<file path="src/rtl/dbg_regfile_pkg.sv">
// Shared constants for the debug register file.
// Assumes a 32-bit register width and four breakpoint slots.
package dbg_regfile_pkg;
    localparam int SLOTS    = 4;
    localparam int DW       = 32;
    localparam int SELW     = 3;
    localparam int CPLW     = 2;

    localparam logic [SELW-1:0] SEL_CTRL = 3'd4;
    localparam logic [SELW-1:0] SEL_STAT = 3'd5;

    // Control: enables 0..9 and slot fields 16..31 are storable
    localparam logic [DW-1:0] CTRL_WMASK = 32'hFFFF_03FF;
    // Control bits dropped on a task switch: L0..L3 and local exact-match
    localparam logic [DW-1:0] CTRL_LOCAL = 32'h0000_0155;
    // Status: hit bits 0..3, emulator conflict 13, step 14, task trap 15
    localparam logic [DW-1:0] STAT_WMASK = 32'h0000_E00F;

    localparam int STAT_EMU  = 13;
    localparam int STAT_STEP = 14;
    localparam int STAT_TASK = 15;
endpackage

</file>
<file path="src/rtl/dbg_access_gate.sv">
// Decodes a register-move access and checks its privilege level.
// Assumes at most one access per cycle; only level zero is privileged.
module dbg_access_gate
    import dbg_regfile_pkg::*;
(
    input  logic            acc_valid,
    input  logic            acc_write,
    input  logic [SELW-1:0] acc_sel,
    input  logic [CPLW-1:0] cur_cpl,
    output logic            fault,
    output logic            allowed,
    output logic [SLOTS-1:0] wr_addr,
    output logic            wr_ctrl,
    output logic            wr_stat
);
    // Privilege check and one-hot write strobes
    always_comb begin
        fault   = acc_valid && (cur_cpl != '0);
        allowed = acc_valid && (cur_cpl == '0);
        wr_ctrl = allowed && acc_write && (acc_sel == SEL_CTRL);
        wr_stat = allowed && acc_write && (acc_sel == SEL_STAT);
        for (int i = 0; i < SLOTS; i++)
            wr_addr[i] = allowed && acc_write && (acc_sel == SELW'(i));
    end
endmodule

</file>
<file path="src/rtl/dbg_addr_bank.sv">
// Holds the breakpoint address slots, one register per slot.
// Assumes the write strobes are at most one-hot and already privilege-checked.
module dbg_addr_bank
    import dbg_regfile_pkg::*;
(
    input  logic                clk,
    input  logic                rst_n,
    input  logic [SLOTS-1:0]    wr_en,
    input  logic [DW-1:0]       wdata,
    output logic [SLOTS*DW-1:0] addr_q
);
    for (genvar g = 0; g < SLOTS; g++) begin : g_slot
        logic [DW-1:0] q;
        // Load this slot on its own write strobe
        always_ff @(posedge clk) begin
            if (!rst_n)        q <= '0;
            else if (wr_en[g]) q <= wdata;
        end
        assign addr_q[g*DW +: DW] = q;
    end
endmodule

</file>
<file path="src/rtl/dbg_ctrl_reg.sv">
// Control register: breakpoint enables, exact-match bits and slot fields.
// Assumes task_switch is a single-cycle pulse; the write applies before the local clear.
module dbg_ctrl_reg
    import dbg_regfile_pkg::*;
(
    input  logic          clk,
    input  logic          rst_n,
    input  logic          wr_en,
    input  logic [DW-1:0] wdata,
    input  logic          task_switch,
    output logic [DW-1:0] ctrl_q
);
    logic [DW-1:0] nxt;

    // Pick the written value, then strip local bits on a switch
    always_comb begin
        nxt = wr_en ? (wdata & CTRL_WMASK) : ctrl_q;
        if (task_switch) nxt = nxt & ~CTRL_LOCAL;
    end

    // Register update
    always_ff @(posedge clk) begin
        if (!rst_n) ctrl_q <= '0;
        else        ctrl_q <= nxt;
    end

    AST_LOCAL_CLEARED: assert property (@(posedge clk) disable iff (!rst_n)
        task_switch |=> (ctrl_q & CTRL_LOCAL) == '0);
    AST_GLOBAL_KEPT: assert property (@(posedge clk) disable iff (!rst_n)
        (task_switch && !wr_en) |=> (ctrl_q & ~CTRL_LOCAL) == ($past(ctrl_q) & ~CTRL_LOCAL));
    AST_CTRL_RESERVED_ZERO: assert property (@(posedge clk) disable iff (!rst_n)
        1'b1 |=> (ctrl_q & ~CTRL_WMASK) == '0);
endmodule

</file>
<file path="src/rtl/dbg_status_reg.sv">
// Sticky status register: hardware only sets bits, software writes clear them.
// Assumes a hardware set and a software write in the same cycle resolve in favour of the set.
module dbg_status_reg
    import dbg_regfile_pkg::*;
(
    input  logic             clk,
    input  logic             rst_n,
    input  logic             wr_en,
    input  logic [DW-1:0]    wdata,
    input  logic [SLOTS-1:0] hit,
    input  logic             set_emu,
    input  logic             set_step,
    input  logic             set_task,
    output logic [DW-1:0]    stat_q
);
    logic [DW-1:0] base;
    logic [DW-1:0] sets;

    // Software base value and the hardware set vector
    always_comb begin
        base = wr_en ? (wdata & STAT_WMASK) : stat_q;
        sets = '0;
        sets[SLOTS-1:0] = hit;
        sets[STAT_EMU]  = set_emu;
        sets[STAT_STEP] = set_step;
        sets[STAT_TASK] = set_task;
    end

    // Register update: sets always win
    always_ff @(posedge clk) begin
        if (!rst_n) stat_q <= '0;
        else        stat_q <= base | sets;
    end

    AST_STATUS_STICKY: assert property (@(posedge clk) disable iff (!rst_n)
        !wr_en |=> (stat_q & $past(stat_q)) == $past(stat_q));
    AST_HIT_RECORDED: assert property (@(posedge clk) disable iff (!rst_n)
        (hit != '0) |=> (stat_q[SLOTS-1:0] & $past(hit)) == $past(hit));
    AST_TASK_TRAP_SET: assert property (@(posedge clk) disable iff (!rst_n)
        set_task |=> stat_q[STAT_TASK]);
endmodule

</file>
<file path="src/rtl/dbg_regfile.sv">
// Debug register file top: access gate, address bank, control and status registers.
// Assumes reads are combinational on the current contents and events are single-cycle pulses.
module dbg_regfile
    import dbg_regfile_pkg::*;
(
    input  logic                clk,
    input  logic                rst_n,
    input  logic                acc_valid,
    input  logic                acc_write,
    input  logic [2:0]          acc_sel,
    input  logic [31:0]         acc_wdata,
    input  logic [1:0]          cur_cpl,
    input  logic                task_switch,
    input  logic                new_task_trap,
    input  logic                step_event,
    input  logic [3:0]          slot_hit,
    input  logic                emu_owns,
    output logic [31:0]         rd_data,
    output logic                gp_fault,
    output logic [127:0]        addr_q,
    output logic [31:0]         ctrl_q,
    output logic [31:0]         stat_q
);
    logic             allowed;
    logic [SLOTS-1:0] wr_addr;
    logic             wr_ctrl;
    logic             wr_stat;

    dbg_access_gate u_gate (
        .acc_valid (acc_valid),
        .acc_write (acc_write),
        .acc_sel   (acc_sel),
        .cur_cpl   (cur_cpl),
        .fault     (gp_fault),
        .allowed   (allowed),
        .wr_addr   (wr_addr),
        .wr_ctrl   (wr_ctrl),
        .wr_stat   (wr_stat)
    );

    dbg_addr_bank u_addr (
        .clk    (clk),
        .rst_n  (rst_n),
        .wr_en  (wr_addr),
        .wdata  (acc_wdata),
        .addr_q (addr_q)
    );

    dbg_ctrl_reg u_ctrl (
        .clk         (clk),
        .rst_n       (rst_n),
        .wr_en       (wr_ctrl),
        .wdata       (acc_wdata),
        .task_switch (task_switch),
        .ctrl_q      (ctrl_q)
    );

    dbg_status_reg u_stat (
        .clk      (clk),
        .rst_n    (rst_n),
        .wr_en    (wr_stat),
        .wdata    (acc_wdata),
        .hit      (slot_hit),
        .set_emu  (acc_valid && emu_owns),
        .set_step (step_event),
        .set_task (task_switch && new_task_trap),
        .stat_q   (stat_q)
    );

    // Read multiplexer: zero unless a privileged access selects a register
    always_comb begin
        rd_data = '0;
        if (allowed) begin
            if (acc_sel < SELW'(SLOTS))  rd_data = addr_q[acc_sel[1:0]*DW +: DW];
            else if (acc_sel == SEL_CTRL) rd_data = ctrl_q;
            else if (acc_sel == SEL_STAT) rd_data = stat_q;
        end
    end

    AST_FAULT_NO_UPDATE: assert property (@(posedge clk) disable iff (!rst_n)
        (gp_fault && !task_switch) |=> $stable(ctrl_q) && $stable(addr_q));
    AST_FAULT_READS_ZERO: assert property (@(posedge clk) disable iff (!rst_n)
        gp_fault |-> rd_data == '0);
    AST_EMU_CONFLICT: assert property (@(posedge clk) disable iff (!rst_n)
        (acc_valid && emu_owns) |=> stat_q[STAT_EMU]);
endmodule

</file>
<file path="config.mk">
export PLATFORM = sky130hd
export DESIGN_NAME = dbg_regfile
export DESIGN_NICKNAME = d
export VERILOG_FILES = /design/src/rtl/dbg_regfile_pkg.sv /design/src/rtl/dbg_access_gate.sv /design/src/rtl/dbg_addr_bank.sv /design/src/rtl/dbg_ctrl_reg.sv /design/src/rtl/dbg_status_reg.sv /design/src/rtl/dbg_regfile.sv
export SDC_FILE = /design/constraint.sdc
export NUM_CORES = 1
export LEC_CHECK = 0
export BUFFER_PORTS_ARGS = -buffer_cell sky130_fd_sc_hd__buf_2
export CAP_MARGIN = 40
export CORE_MARGIN = 2
export CORE_UTILIZATION = 35
export DETAILED_ROUTE_END_ITERATION = 12
export GPL_TIMING_DRIVEN = 0
export PLACE_DENSITY = 0.69
export SYNTH_ARGS = -nofsm -noshare
export SYNTH_HDL_FRONTEND = slang
export SYNTH_SLANG_ARGS = --single-unit
</file>
<file path="constraint.sdc">
create_clock -name clk -period 3.2 [get_ports clk]
set_clock_uncertainty 0.05 [all_clocks]
set_input_delay 0.8 -clock clk [delete_from_list [all_inputs] [get_ports clk]]
set_output_delay 0.8 -clock clk [all_outputs]
set_load 0.02 [all_outputs]
</file>
==> results.txt <==
Post-DP Area - 0.00917 mm2
Slew headroom - 0.426
area of the core - 0.0210 mm2
cells after synthesis - 727
CTS max path bufs - 2
Slew Viols, Final - 0
Final Hold Vio Count - 0
status - completed
final non-filler cell total - 1312
fin crit share - 0.979
static leakage - 4.68 nW
HPWL after DPL - 19500 um
largest net degree at the start of global routing - 17
vias in the first global route - 6213
Post-DRT Antenna Nets - 0
grt ovf - 0
global-route wire length before repair - 38900 um
crit path time final - 3.13 ns
drt pass-1 iters - 4
fin nets - 1071
Root Driver - clkbuf_16
Fmax - 319 MHz
antenna violations before repair - 2
IO buf count - 239
Startpoint Class - input pin
initial core utilization - 0.357
Max VDD drop - 0.000368 V
H-tree depth - 4
Synth Area per Inst - 10.3 um2
die area - 0.0226 mm2
Routability Congestion - 0.824
cell area after layout - 0.00989 mm2
path category of the worst min-delay check - reg -> reg
CP Capture Type - output port
share of cells above drive strength 1 - 0.374
hold_buf cts - 0
Die Y - 150 um
die width - 150 um
dpl ws - -0.225 ns
Placed Cells - 1272
CP required - 2.35 ns
Cell Area, Synth - 0.00750 mm2
Num CTS Buffers - 17
Fillers - 2034
Min Hold Slack - 0.423 ns
setup ws final - 0.0668 ns
Seq/Total Area, Yosys - 0.430
Seq cells post-synth - 161
WP data arrival - 2.28 ns
residual DRC count - 0
PwrDens - 467 mW/mm2
Routed WL - 27200 um
Slew @ Worst Pin - 0.861 ns
IO Count - 274
Layout area overhead - 31.9%
Final Setup Violations - 0
initial drt markers - 313
Worst-path clk slew - 0.06 ns
clk_lat worst skew - 0.42 ns
Sink Count - 161
critical path type - in -> out
GRT Overall Usage - 0.236
Max Cap Viol - 0
Vias - 6623
largest fanout on the critical path - 6
yosys warns - 0
power consumption - 4.62 mW
drt via density - 5.05
wire per inst - 20.7 um
row count - 53
post-synth cell types - 37
CTS tree - built
==> worst max-delay path, stage by stage <==
cell and delay, ns:
buf_2 0.16, or3b_4 0.45, nor3_4 0.19, buf_4 0.15
buf_6 0.15, a22o_1 0.19, buf_2 0.18
==> cell usage after synthesis, drive strengths merged <==
cell type,n,share of area
nand2,186,0.093
nor3,1,0.0013
nor2b,3,0.0025
nor3b,3,0.0043
a22oi,2,0.0020
o21ai,7,0.0047
mux2i,149,0.20
dfxtp,161,0.43
or3b,2,0.0023
clkbuf,27,0.014
a21oi,14,0.0093
and4b,2,0.0027
nor2,1,0.00083
a31oi,10,0.0083
nand4b,2,0.0023
o31ai,5,0.0050
nor4b,1,0.0032
conb,1,0.00050
inv,1,0.00050
mux2,12,0.018
and4,1,0.0012
nand3,5,0.0040
a32oi,5,0.0058
nand2b,4,0.0033
a22o,22,0.026
nand3b,4,0.0040
nand4,5,0.0042
buf,61,0.067
o21a,1,0.0010
and2,3,0.0025
mux4,26,0.078
==> path summary, 6_finish.rpt <==
check	from	to	slack (ns)	cells after the start
worst max-delay path	cur_cpl[1]	rd_data[9]	0.07	7
worst min-delay path	u_addr.g_slot[1].q[30]	u_addr.g_slot[1].q[30]	0.42	2
worst max register to register	u_ctrl.ctrl_q[6]	u_ctrl.ctrl_q[6]	2.44	2
worst min register to register	u_addr.g_slot[1].q[30]	u_addr.g_slot[1].q[30]	0.42	2
==> kinds of logic after synthesis <==
kind of cell,count (synthesis),synth area share
flops,161,0.430
mux,187,0.295
buf+inv,89,0.0814
other cells,1,0.000500
compound gates,66,0.0619
simple gates,223,0.132
==> what timing repair did <==
item	CTS	global route
pin swaps	1	1
gates resized for setup	16	8
buffers inserted	4	0
endpoints found under the setup margin	30	12
cloned	1	1
==> flip-flops by register name, summed over array words and instances, names as in the netlist <==
name / flops
u_addr.g_slot.q: 128
u_ctrl.ctrl_q: 26
u_stat.stat_q: 7
==> report_power, final <==
part	switching, mW	total (mW)	internal [mW]	leakage, nW
registers	0.0119	2.03	2.02	1.30
clock network	0.882	2.22	1.34	0.303
logic	0.253	0.375	0.123	3.07
total	1.15	4.62	3.48	4.68
==> layer usage <==
metal	GRT usage	routed length, um	vias up
met2	0.376	12600	265
met4	0.0901	758	0
li1	-	-	3092
met3	0.0567	2030	40
met5	0	0	-
met1	0.309	11800	3226
==> layout by cell type (no fill, tap or decap), drive strengths merged, types with 7 or more instances in the layout <==
cell / n
mux4: 26
a21oi: 14
conb: 31
buf: 305
mux2: 12
a22o: 22
a31oi: 10
dfxtp: 161
mux2i: 149
clkbuf: 49
nand2: 186
o21ai: 7
==> through the flow <==
step / utilization / setup TNS, ns
finish: 0.471 / 0
global route: 0.471 / -0.00426
CTS: 0.470 / 0
detailed placement: 0.436 / -4.31
global placement: 0.436 / -6.42
floorplan: - / 0
==> cell type report <==
type	count	area [um2]	share of cell area
inverters	1	3.75	0.000379
diodes	2	5.00	0.000506
well taps	275	344	0.0348
multi-input cells	508	3810	0.385
repair buffers	245	1240	0.126
plain buffers	88	636	0.0643
clock inverters	11	176	0.0178
clock buffers	21	450	0.0455
flip-flops and latches	161	3220	0.326
No activity file was read; power rests on OpenSTA's default activity.
